### src/rtl/acc_pkg.sv
package acc_pkg;

  // control state codes
  typedef enum logic [3:0] {
    ST_RST1  = 4'b0000,
    ST_RST2  = 4'b0001,
    ST_FETCH = 4'b0010,
    ST_AOPR  = 4'b0011,
    ST_SOPR  = 4'b0100,
    ST_STO1  = 4'b0101,
    ST_STO2  = 4'b0110,
    ST_LD1   = 4'b1000,
    ST_LD2   = 4'b1001,
    ST_LD3   = 4'b1010,
    ST_BRN1  = 4'b1011,
    ST_BRN2  = 4'b1100,
    ST_JMP   = 4'b1101
  } st_e;

  typedef enum logic [2:0] {
    ALU_PASS = 3'b000,
    ALU_NOTB = 3'b001,
    ALU_AND  = 3'b010,
    ALU_ADD  = 3'b011,
    ALU_SHRB = 3'b100
  } alu_e;

  typedef enum logic [1:0] {
    MEM_IDLE = 2'b00,
    MEM_RD   = 2'b01,
    MEM_WR   = 2'b10
  } mop_e;

  typedef enum logic [1:0] {
    PC_HOLD = 2'b00,
    PC_CLR  = 2'b01,
    PC_INC  = 2'b10,
    PC_JMP  = 2'b11
  } pcact_e;

  // control word from the sequencer to the datapath
  typedef struct packed {
    alu_e   alu;
    mop_e   mop;
    pcact_e pc;
    logic   ao_le;   // address-out register load
    logic   ao_x;    // 1: address-out takes X, 0: takes PC
    logic   di_le;   // data-in register load
    logic   ac_le;   // accumulator load
    logic   a_full;  // 1: A bus is whole data-in, 0: zero-extended X
  } ctl_t;

  // low three opcode bits (the decoded part)
  localparam logic [2:0] OP_COMP = 3'd0;
  localparam logic [2:0] OP_SHR  = 3'd1;
  localparam logic [2:0] OP_BRN  = 3'd2;
  localparam logic [2:0] OP_JMP  = 3'd3;
  localparam logic [2:0] OP_STO  = 3'd4;
  localparam logic [2:0] OP_LD   = 3'd5;
  localparam logic [2:0] OP_AND  = 3'd6;
  localparam logic [2:0] OP_ADD  = 3'd7;

endpackage

### src/rtl/acc_alu.sv
module acc_alu
  import acc_pkg::*;
#(
  parameter int DATA_W = 16
) (
  input  alu_e              op,
  input  logic [DATA_W-1:0] a,
  input  logic [DATA_W-1:0] b,
  output logic [DATA_W-1:0] y
);

  always_comb begin
    unique case (op)
      ALU_PASS: y = a;
      ALU_NOTB: y = ~b;
      ALU_AND:  y = a & b;
      ALU_ADD:  y = a + b;          // carry-out dropped
      ALU_SHRB: y = b >> 1;         // zero into the top bit
      default:  y = a;
    endcase
  end

endmodule

### src/rtl/acc_ctrl.sv
module acc_ctrl
  import acc_pkg::*;
(
  input  logic       clk,
  input  logic       rst,
  input  logic [2:0] bus_opc,   // opcode seen on the read data during fetch
  input  logic [2:0] held_opc,  // opcode held in the data-in register
  input  logic       ac_neg,
  output st_e        st,
  output ctl_t       ctl
);

  st_e st_q, st_d;

  always_ff @(posedge clk) begin
    if (rst) st_q <= ST_RST1;
    else     st_q <= st_d;
  end

  assign st = st_q;

  always_comb begin
    ctl  = '0;
    st_d = st_q;
    unique case (st_q)
      ST_RST1: begin
        ctl.pc = PC_CLR;
        st_d   = ST_RST2;
      end
      ST_RST2: begin
        ctl.ao_le = 1'b1;
        ctl.pc    = PC_INC;
        st_d      = ST_FETCH;
      end
      ST_FETCH: begin
        ctl.mop   = MEM_RD;
        ctl.di_le = 1'b1;
        unique case (bus_opc)
          OP_COMP, OP_SHR: st_d = ST_SOPR;
          OP_BRN:          st_d = ST_BRN1;
          OP_JMP:          st_d = ST_JMP;
          OP_STO:          st_d = ST_STO1;
          OP_LD:           st_d = ST_LD1;
          default:         st_d = ST_AOPR;
        endcase
      end
      ST_AOPR: begin
        ctl.alu   = (held_opc == OP_ADD) ? ALU_ADD : ALU_AND;
        ctl.ac_le = 1'b1;
        ctl.ao_le = 1'b1;
        ctl.pc    = PC_INC;
        st_d      = ST_FETCH;
      end
      ST_SOPR: begin
        ctl.alu   = (held_opc == OP_SHR) ? ALU_SHRB : ALU_NOTB;
        ctl.ac_le = 1'b1;
        ctl.ao_le = 1'b1;
        ctl.pc    = PC_INC;
        st_d      = ST_FETCH;
      end
      ST_STO1: begin
        ctl.ao_le = 1'b1;
        ctl.ao_x  = 1'b1;
        st_d      = ST_STO2;
      end
      ST_STO2: begin
        ctl.mop   = MEM_WR;
        ctl.ao_le = 1'b1;
        ctl.pc    = PC_INC;
        st_d      = ST_FETCH;
      end
      ST_LD1: begin
        ctl.ao_le = 1'b1;
        ctl.ao_x  = 1'b1;
        st_d      = ST_LD2;
      end
      ST_LD2: begin
        ctl.mop   = MEM_RD;
        ctl.di_le = 1'b1;
        st_d      = ST_LD3;
      end
      ST_LD3: begin
        ctl.alu    = ALU_PASS;
        ctl.a_full = 1'b1;
        ctl.ac_le  = 1'b1;
        ctl.ao_le  = 1'b1;
        ctl.pc     = PC_INC;
        st_d       = ST_FETCH;
      end
      ST_BRN1: begin
        // speculate not taken
        ctl.ao_le = 1'b1;
        ctl.pc    = PC_INC;
        st_d      = ac_neg ? ST_BRN2 : ST_FETCH;
      end
      ST_BRN2, ST_JMP: begin
        ctl.ao_le = 1'b1;
        ctl.ao_x  = 1'b1;
        ctl.pc    = PC_JMP;
        st_d      = ST_FETCH;
      end
      default: st_d = ST_RST1;
    endcase
  end

endmodule

### src/rtl/acc_dpath.sv
module acc_dpath
  import acc_pkg::*;
#(
  parameter int DATA_W = 16,
  parameter int ADDR_W = 16,
  parameter int X_W    = 10
) (
  input  logic              clk,
  input  logic              rst,
  input  ctl_t              ctl,
  input  logic [DATA_W-1:0] rdata,
  output logic [ADDR_W-1:0] ao,
  output logic [ADDR_W-1:0] pc,
  output logic [DATA_W-1:0] ac,
  output logic [X_W-1:0]    x_fld,
  output logic [2:0]        op_fld
);

  localparam logic [ADDR_W-1:0] STEP = ADDR_W'(2);

  logic [DATA_W-1:0] di_q;
  logic [ADDR_W-1:0] x_addr;
  logic [DATA_W-1:0] a_bus;
  logic [DATA_W-1:0] alu_y;

  assign x_fld  = di_q[X_W-1:0];
  assign op_fld = di_q[X_W+2:X_W];
  assign x_addr = ADDR_W'(x_fld);
  assign a_bus  = ctl.a_full ? di_q : DATA_W'(x_fld);

  acc_alu #(.DATA_W(DATA_W)) alu_i (
    .op (ctl.alu),
    .a  (a_bus),
    .b  (ac),
    .y  (alu_y)
  );

  always_ff @(posedge clk) begin
    if (rst) begin
      pc   <= '0;
      ao   <= '0;
      di_q <= '0;
      ac   <= '0;
    end else begin
      unique case (ctl.pc)
        PC_CLR:  pc <= '0;
        PC_INC:  pc <= pc + STEP;
        PC_JMP:  pc <= x_addr + STEP;
        default: pc <= pc;
      endcase
      if (ctl.ao_le) ao   <= ctl.ao_x ? x_addr : pc;
      if (ctl.di_le) di_q <= rdata;
      if (ctl.ac_le) ac   <= alu_y;
    end
  end

endmodule

### src/rtl/acc_core.sv
module acc_core
  import acc_pkg::*;
#(
  parameter int DATA_W = 16,
  parameter int ADDR_W = 16,
  parameter int X_W    = 10
) (
  input  logic              clk,
  input  logic              rst,
  output logic [ADDR_W-1:0] mem_addr,
  output logic [1:0]        mem_op,
  output logic [DATA_W-1:0] mem_wdata,
  input  logic [DATA_W-1:0] mem_rdata
);

  localparam int OPC_LO = X_W;
  localparam int OPC_HI = X_W + 2;

  st_e               st_w;
  ctl_t              ctl_w;
  logic [ADDR_W-1:0] pc_w;
  logic [DATA_W-1:0] ac_w;
  logic [X_W-1:0]    x_w;
  logic [2:0]        op_w;
  logic              ac_neg;

  assign ac_neg = ac_w[DATA_W-1];

  acc_ctrl ctrl_i (
    .clk      (clk),
    .rst      (rst),
    .bus_opc  (mem_rdata[OPC_HI:OPC_LO]),
    .held_opc (op_w),
    .ac_neg   (ac_neg),
    .st       (st_w),
    .ctl      (ctl_w)
  );

  acc_dpath #(.DATA_W(DATA_W), .ADDR_W(ADDR_W), .X_W(X_W)) dp_i (
    .clk    (clk),
    .rst    (rst),
    .ctl    (ctl_w),
    .rdata  (mem_rdata),
    .ao     (mem_addr),
    .pc     (pc_w),
    .ac     (ac_w),
    .x_fld  (x_w),
    .op_fld (op_w)
  );

  assign mem_op    = ctl_w.mop;
  assign mem_wdata = ac_w;

endmodule

### config.mk
export PLATFORM = sky130hd
export DESIGN_NAME = acc_core
export DESIGN_NICKNAME = d
export VERILOG_FILES = /design/src/rtl/acc_pkg.sv /design/src/rtl/acc_alu.sv /design/src/rtl/acc_ctrl.sv /design/src/rtl/acc_dpath.sv /design/src/rtl/acc_core.sv
export SDC_FILE = /design/constraint.sdc
export NUM_CORES = 1
export LEC_CHECK = 0
export BUFFER_PORTS_ARGS = -buffer_cell sky130_fd_sc_hd__buf_4
export CAP_MARGIN = 15
export CORE_MARGIN = 2
export CORE_UTILIZATION = 40
export CTS_CLUSTER_DIAMETER = 40
export DETAILED_ROUTE_END_ITERATION = 10
export PLACE_DENSITY = 0.62
export SLEW_MARGIN = 20
export SYNTH_ARGS = -nofsm -noshare
export SYNTH_HDL_FRONTEND = slang
export SYNTH_SLANG_ARGS = --single-unit
### constraint.sdc
create_clock -name clk -period 7.25 [get_ports clk]
set_input_delay 0 -clock clk [delete_from_list [all_inputs] [get_ports clk]]
set_output_delay 0 -clock clk [all_outputs]
set_load 0.05 [all_outputs]
After elaboration in Yosys (flattened, before gate mapping)
Index checks and enable logic that the tools add are counted.

Reduce and logical (&&, ||, !) cells: 11. Add/subtract/negate cells: 3. Eq/ne operators: 26. Bitwise gates (word level): 2. $lt $le $gt $ge: 0. Divide/modulo/power cells: 0. Shifts and indexed selects: 0. Muxes and demuxes: 17. Multiply operators: 0.

Operator list (number): $pmux 16 s4 (1); $pmux 16 s3 (1); $mux 16 (2); $pmux 4 s7 (1); $eq 4x4->1 const B (6); $pmux 4 s5 (1); $add 16x16->16 (1); $add 16x2->16 const B (1); $and 16x16->16 (1); $not 16->16 (1); $eq 3x2->1 const B (4); $eq 3x3->1 const B (4); $eq 4x3->1 const B (3); $add 10x2->11 const B (1); $reduce_or 10->1 (1); $eq 3x1->1 const B (3); $eq 4x2->1 const B (2); $reduce_or 7->1 (1); $mux 1 (6); $pmux 2 s3 (1); $pmux 3 s2 (1); $reduce_or 2->1 (3); $reduce_or 6->1 (1); $eq 2x2->1 const B (2); other kinds (10) (10).

Flip-flop bits (word level): 68. Memories kept: 0. Bits in read-only memories: 0. Latch bits: 0. RAM bits: 0.

Depth between registers and ports, before layout
Depth in word-level cells: 5. Mapped depth: 11.

Cells and area by module
From an unflattened synthesis, not the netlist that was laid out.

Cells, all modules: 576. Area total of the unflattened synthesis: 4719.5 sq um.

Modules (own cells, without submodules): acc_dpath (instances 1, cells an instance 308, area an instance 2849.0 sq um, seq. area each 1281.2 sq um); acc_alu (instances 1, cells an instance 207, area an instance 1386.3 sq um, seq. area each 0.0 sq um); acc_ctrl (instances 1, cells an instance 61, area an instance 484.2 sq um, seq. area each 80.1 sq um).

Least setup slack after synthesis
Ideal clock, no wire load.

Path kind: register to register. Start point: register dp_i.ac[0]. End point: register dp_i.ac[8]. Arrival time: 2.422 ns. Clock period less this slack: 2.553 ns. Required time: 7.119 ns. Stages on the path, launching flop included: 9. Setup slack: 4.697 ns. Path buffers: 0. Path through: dfxtp_1 > ha_1 > fa_1 > a211o_1 > a2111oi_4 > nor2_1 > xor2_1 > a221oi_1 > nor3_1.

Longest elaborated chain between the ends: 2.

RTL lines: from (decl) (line acc_dpath.sv:14) `output logic [DATA_W-1:0] ac,`; from (signal assigned) (line acc_dpath.sv:53) `if (ctl.ac_le) ac <= alu_y;`; $add 16x16->16 (line acc_alu.sv:17) `ALU_ADD: y = a + b;`; $pmux 16 s4 (line acc_alu.sv:13) `unique case (op)`.

Every way passes these cells. A chain may end at the register's enable or synchronous reset.

Final worst setup path
Start point: register ctrl_i.st_q[1] (netlist: ctrl_i.st[1]). End point: register dp_i.ac[13].

Longest elaborated chain between the ends: 5. Elaborated cells between the ends (all ways): 15. Those cells by class: add/sub: 1; eq/ne: 7; mux: 5; bitwise: 1; reduce/logical: 1.

RTL lines: from (decl) (line acc_ctrl.sv:13) `st_e st_q, st_d;`; from (signal assigned) (line acc_ctrl.sv:17) `else st_q <= st_d;`; $eq 4x4->1 (line acc_ctrl.sv:25) `unique case (st_q)`; $mux 1 (line acc_ctrl.sv:25); $mux 16 (line acc_dpath.sv:29) `assign a_bus = ctl.a_full ? di_q : DATA_W'(x_fld);`; $add 16x16->16 / $and 16x16->16 (equally long branches) (line acc_alu.sv:17, acc_alu.sv:16); $pmux 16 s4 (line acc_alu.sv:13).

Several ways; a longest one is shown, not always the timed one.

==> summary.md <==
| Metric | Value |
|---|---|
| Layout fillers | 1067 |
| Post-route ant nets | 0 |
| Initial drt markers | 301 |
| Sequential power share | between 30% and 40% |
| Unrepaired setup endpoints after global routing | no |
| Fin. max-slew vios | 0 |
| # port buffers | between 50 and 60 |
| Most common cell in the synthesized netlist | nor2_1 |
| Largest net degree at the start of global routing | 63 |
| Setup tns final | 0 ps |
| Slowest stage delay, CP | around 850 ps |
| Critical Path RT | 7530 ps |
| Leak Pwr | 2.10 nW |
| Final setup viols | 0 |
| Worst VDD drop | 0.0952 mV |
| Cell Int Power | roughly 0.00077 W |
| Post-synth top area cell | dfxtp_1 |
| Rows | 38 |
| Tmin final | 3050 ps |
| Post-synthesis async set-or-reset flop share | 0% |
| CTS H-tree lvls | 3 |
| Layout Nets | 659 |
| Worst EP arrival | 3330 ps |
| Syn_nets | 615 |
| R2R Path End | dp_i.ac[13] |
| Final Skew | 5.33 ps |
| Setup crit end kind | flip-flop |
| Root Buffer | clkbuf_16 |
| Total core area | 10900 um^2 |
| Seq/Total Area, Yosys | between 30 and 40% |
| Clock Pin Slew Worst Setup and Hold Paths | 60 ps |
| Peak Freq | 328 MHz |
| Crit start category | flip-flop |
| Post-synth EDFFs | 0 |
| Area of the multi-input gates | 2950 um^2 |
| Synth unique cells | 72 |
| Global Route Usage Sum | 21.7% |
| DRC | 0 |
| CTS tree | yes |
| Vias in the first global route | 4125 |
| Yosys warns | 0 |
| Synth Cell Area | 4530 um^2 |
| Share of the synthesized area in the top cell type | 30.0% |
| Hold Path Class | input pin to flip-flop |
| Logic pwr share | 17.7% |
| Layout Utilization | 49.4% |
| Worst-path cell chain | and4bb_1 > and2_1 > ha_1 > a21oi_1 > o21ai_0 > a21o_1 > a31oi_1 > mux2_2 > nand2_1 |
| Final hold viol count | 0 |
| Area delta synth->final | 19.2% |
| Clock Latency Late Sink | 330 ps |
| Clock power frac | ~44% |
| Top FF cell, synth | dfxtp_1 |
| Die ar. | around 12000 um^2 |
| Initial antenna violation count | 0 |
| Slew @ Worst Pin | 1000 ps |
| Io pins | 52 |
| Register-to-register setup slack | roughly 4200 ps |
| Cells after Synth | 578 |
| CP Depth | 9 |
| Clk buf depth | 2 |
| Num CTS Buffers | 9 |
| Vias per inst | just under 6 |
| GRT overflow | 0 |
| Starting Density | between 40% and 50% |
| Relative slew slack | 33.2% |
| Number of max-cap violations | 0 |
| CP Class | flip-flop to flip-flop |
| Die Wd | 110 um |
| CTS sink count | 68 |
| Switching power | 0.000325 W |
| Die height | 110 um |
| Outcome | completed |
| Routed wire length | 13200 um |
| Share of cells above drive strength 1 | a little over an eighth |
| Worst r2r src | ctrl_i.st[1] |
| Sw Share | just under 30% |
| WL per Instance | 17.3 um |
| Synth top area cells | dfxtp_1 30%, nor2_1 6.4%, nand2_1 5.5% |
| Largest delay contributor family on the critical path | flip-flops |
| Final period util | 42.1% |
| Slowest-stage cell, CP | dfxtp_1 |
| GP Congestion | ~0.90 |
| Vias | 4467 |
| CP bufs+invs | 0 |
| HPWL Detailed | a little over 9000 um |
| Power density over the cells | 203 nW/um^2 |
| Top cell types by occurrence after synthesis | 77 x nor2_1, 68 x dfxtp_1, 66 x nand2_1, 46 x a21oi_1, 28 x o21ai_0 |
| N_diodes | 0 |
| Worst Setup SP | ctrl_i.st[1] |
| FF/Latch Area | 1360 um^2 |
| TritonRoute pass-1 iters | 9 |
| R2R cell count | 9 |
| CP Max Fanout | 26 |
| Critical Path End | dp_i.ac[13] |
| First-pass GRT wire length | ~22000 um |
| Yosys reg bits | 68 |
| Mean Syn Cell Area | 7.84 um^2 |
repair_timing:
item,CTS,global route
hold buffers,16,0
buffers inserted,0,0
gates resized for setup,0,0
hold endpoints to repair,16,0
kinds of logic (layout without fill, tap and decap cells):
| group | after synthesis | in the layout | share of synthesized area, % |
|---|---|---|---|
| compound gates | 174 | 174 | 27.0 |
| xor+xnor | 22 | 22 | 4.25 |
| fa+ha+maj | 19 | 19 | 5.41 |
| buf+inv | 47 | 95 | 5.02 |
| flops | 68 | 68 | 30.0 |
| mux | 18 | 18 | 4.00 |
| simple gates | 230 | 230 | 24.3 |
placed cells by master (no fill, tap or decap), drive strengths merged, types with 3 or more instances in the layout:
master	n
a31oi	9
or3	3
o211ai	5
o22ai	3
a22oi	5
ha	18
o21a	7
a211oi	11
nor3	15
and4	3
a21o	9
and2	6
o31ai	3
nand2	66
nand3	22
nor2	80
nand3b	4
a2111oi	3
xor2	12
buf	53
mux2i	17
a211o	3
dlygate4sd3	16
a222oi	10
dfxtp	68
a221oi	7
clkbuf	11
nand2b	4
inv	11
nand4	5
or2	3
o2111ai	3
o21ai	36
a21oi	47
xnor2	10
worst register-to-register path: stages (launching register included):
cell	delay (ps)
dfxtp_1	850
and4bb_1	480
and2_1	210
ha_1	310
a21oi_1	250
o21ai_0	120
a21o_1	160
a31oi_1	190
mux2_2	360
nand2_1	60
how the worst min path moves through the flow:
stage / start / endpoint / slack, ps / cells past startpoint
2_1_floorplan: mem_rdata[14] / dp_i.di_q[14] / 150 / 2
3_3_place_gp: mem_rdata[5] / dp_i.di_q[5] / 230 / 3
3_5_place_dp: mem_rdata[14] / dp_i.di_q[14] / 240 / 3
4_1_cts: rst / dp_i.di_q[6] / 190 / 2
5_1_grt: rst / dp_i.pc[0] / 220 / 2
6_report: rst / dp_i.di_q[2] / 190 / 2
per-stage QoR:
| stage | hold slack (ps) | std cells | setup WS, ps | area, um^2 | total power (W) |
|---|---|---|---|---|---|
| floorplan | 147 | 578 | 4700 | 4530 | 0.000567 |
| global placement | 232 | 735 | 4380 | 4920 | 0.000616 |
| detailed placement | 242 | 735 | 4270 | 4920 | 0.000618 |
| CTS | 192 | 766 | 4290 | 5400 | 0.00110 |
| global route | 217 | 766 | 4000 | 5400 | 0.00115 |
| finish | 190 | 766 | 4200 | 5400 | 0.00110 |
state kept, by name (all words and copies together) (netlist names):
signal	cells
dp_i.di_q	16
dp_i.ao	16
dp_i.pc	16
ctrl_i.st	4
dp_i.ac	16
layout make-up:
type | instances | share of cell area, %
Tap cell | 140 | 3.24
Timing Repair Buffer | 69 | 10.3
Multi-Input combinational cell | 463 | 54.6
Sequential cell | 68 | 25.2
Clock inverter | 4 | 1.37
Clock buffer | 11 | 4.49
Inverter | 11 | 0.765
per-layer routing:
layer | up-vias | wire [um] | GRT usage [%] | part of all wire (%)
li1 | 2214 | - | - | -
met1 | 2089 | 6310 | 31.6 | 48
met2 | 148 | 5750 | 31.7 | 43
met3 | 16 | 912 | 4.56 | 6.9
met4 | 0 | 268 | 7.67 | 2.0
met5 | - | 0 | 0 | 0
power groups by stage:
stage	sequential, W	combinational (W)	clock, W
after global routing	0.000429	0.000212	0.000505
final	0.000426	0.000194	0.000477
after floorplan	0.000436	0.000131	0
after detailed placement	0.000433	0.000185	0
after CTS	0.000425	0.000193	0.000484
after global placement	0.000432	0.000184	0
Power figures use the tool's default switching activity.
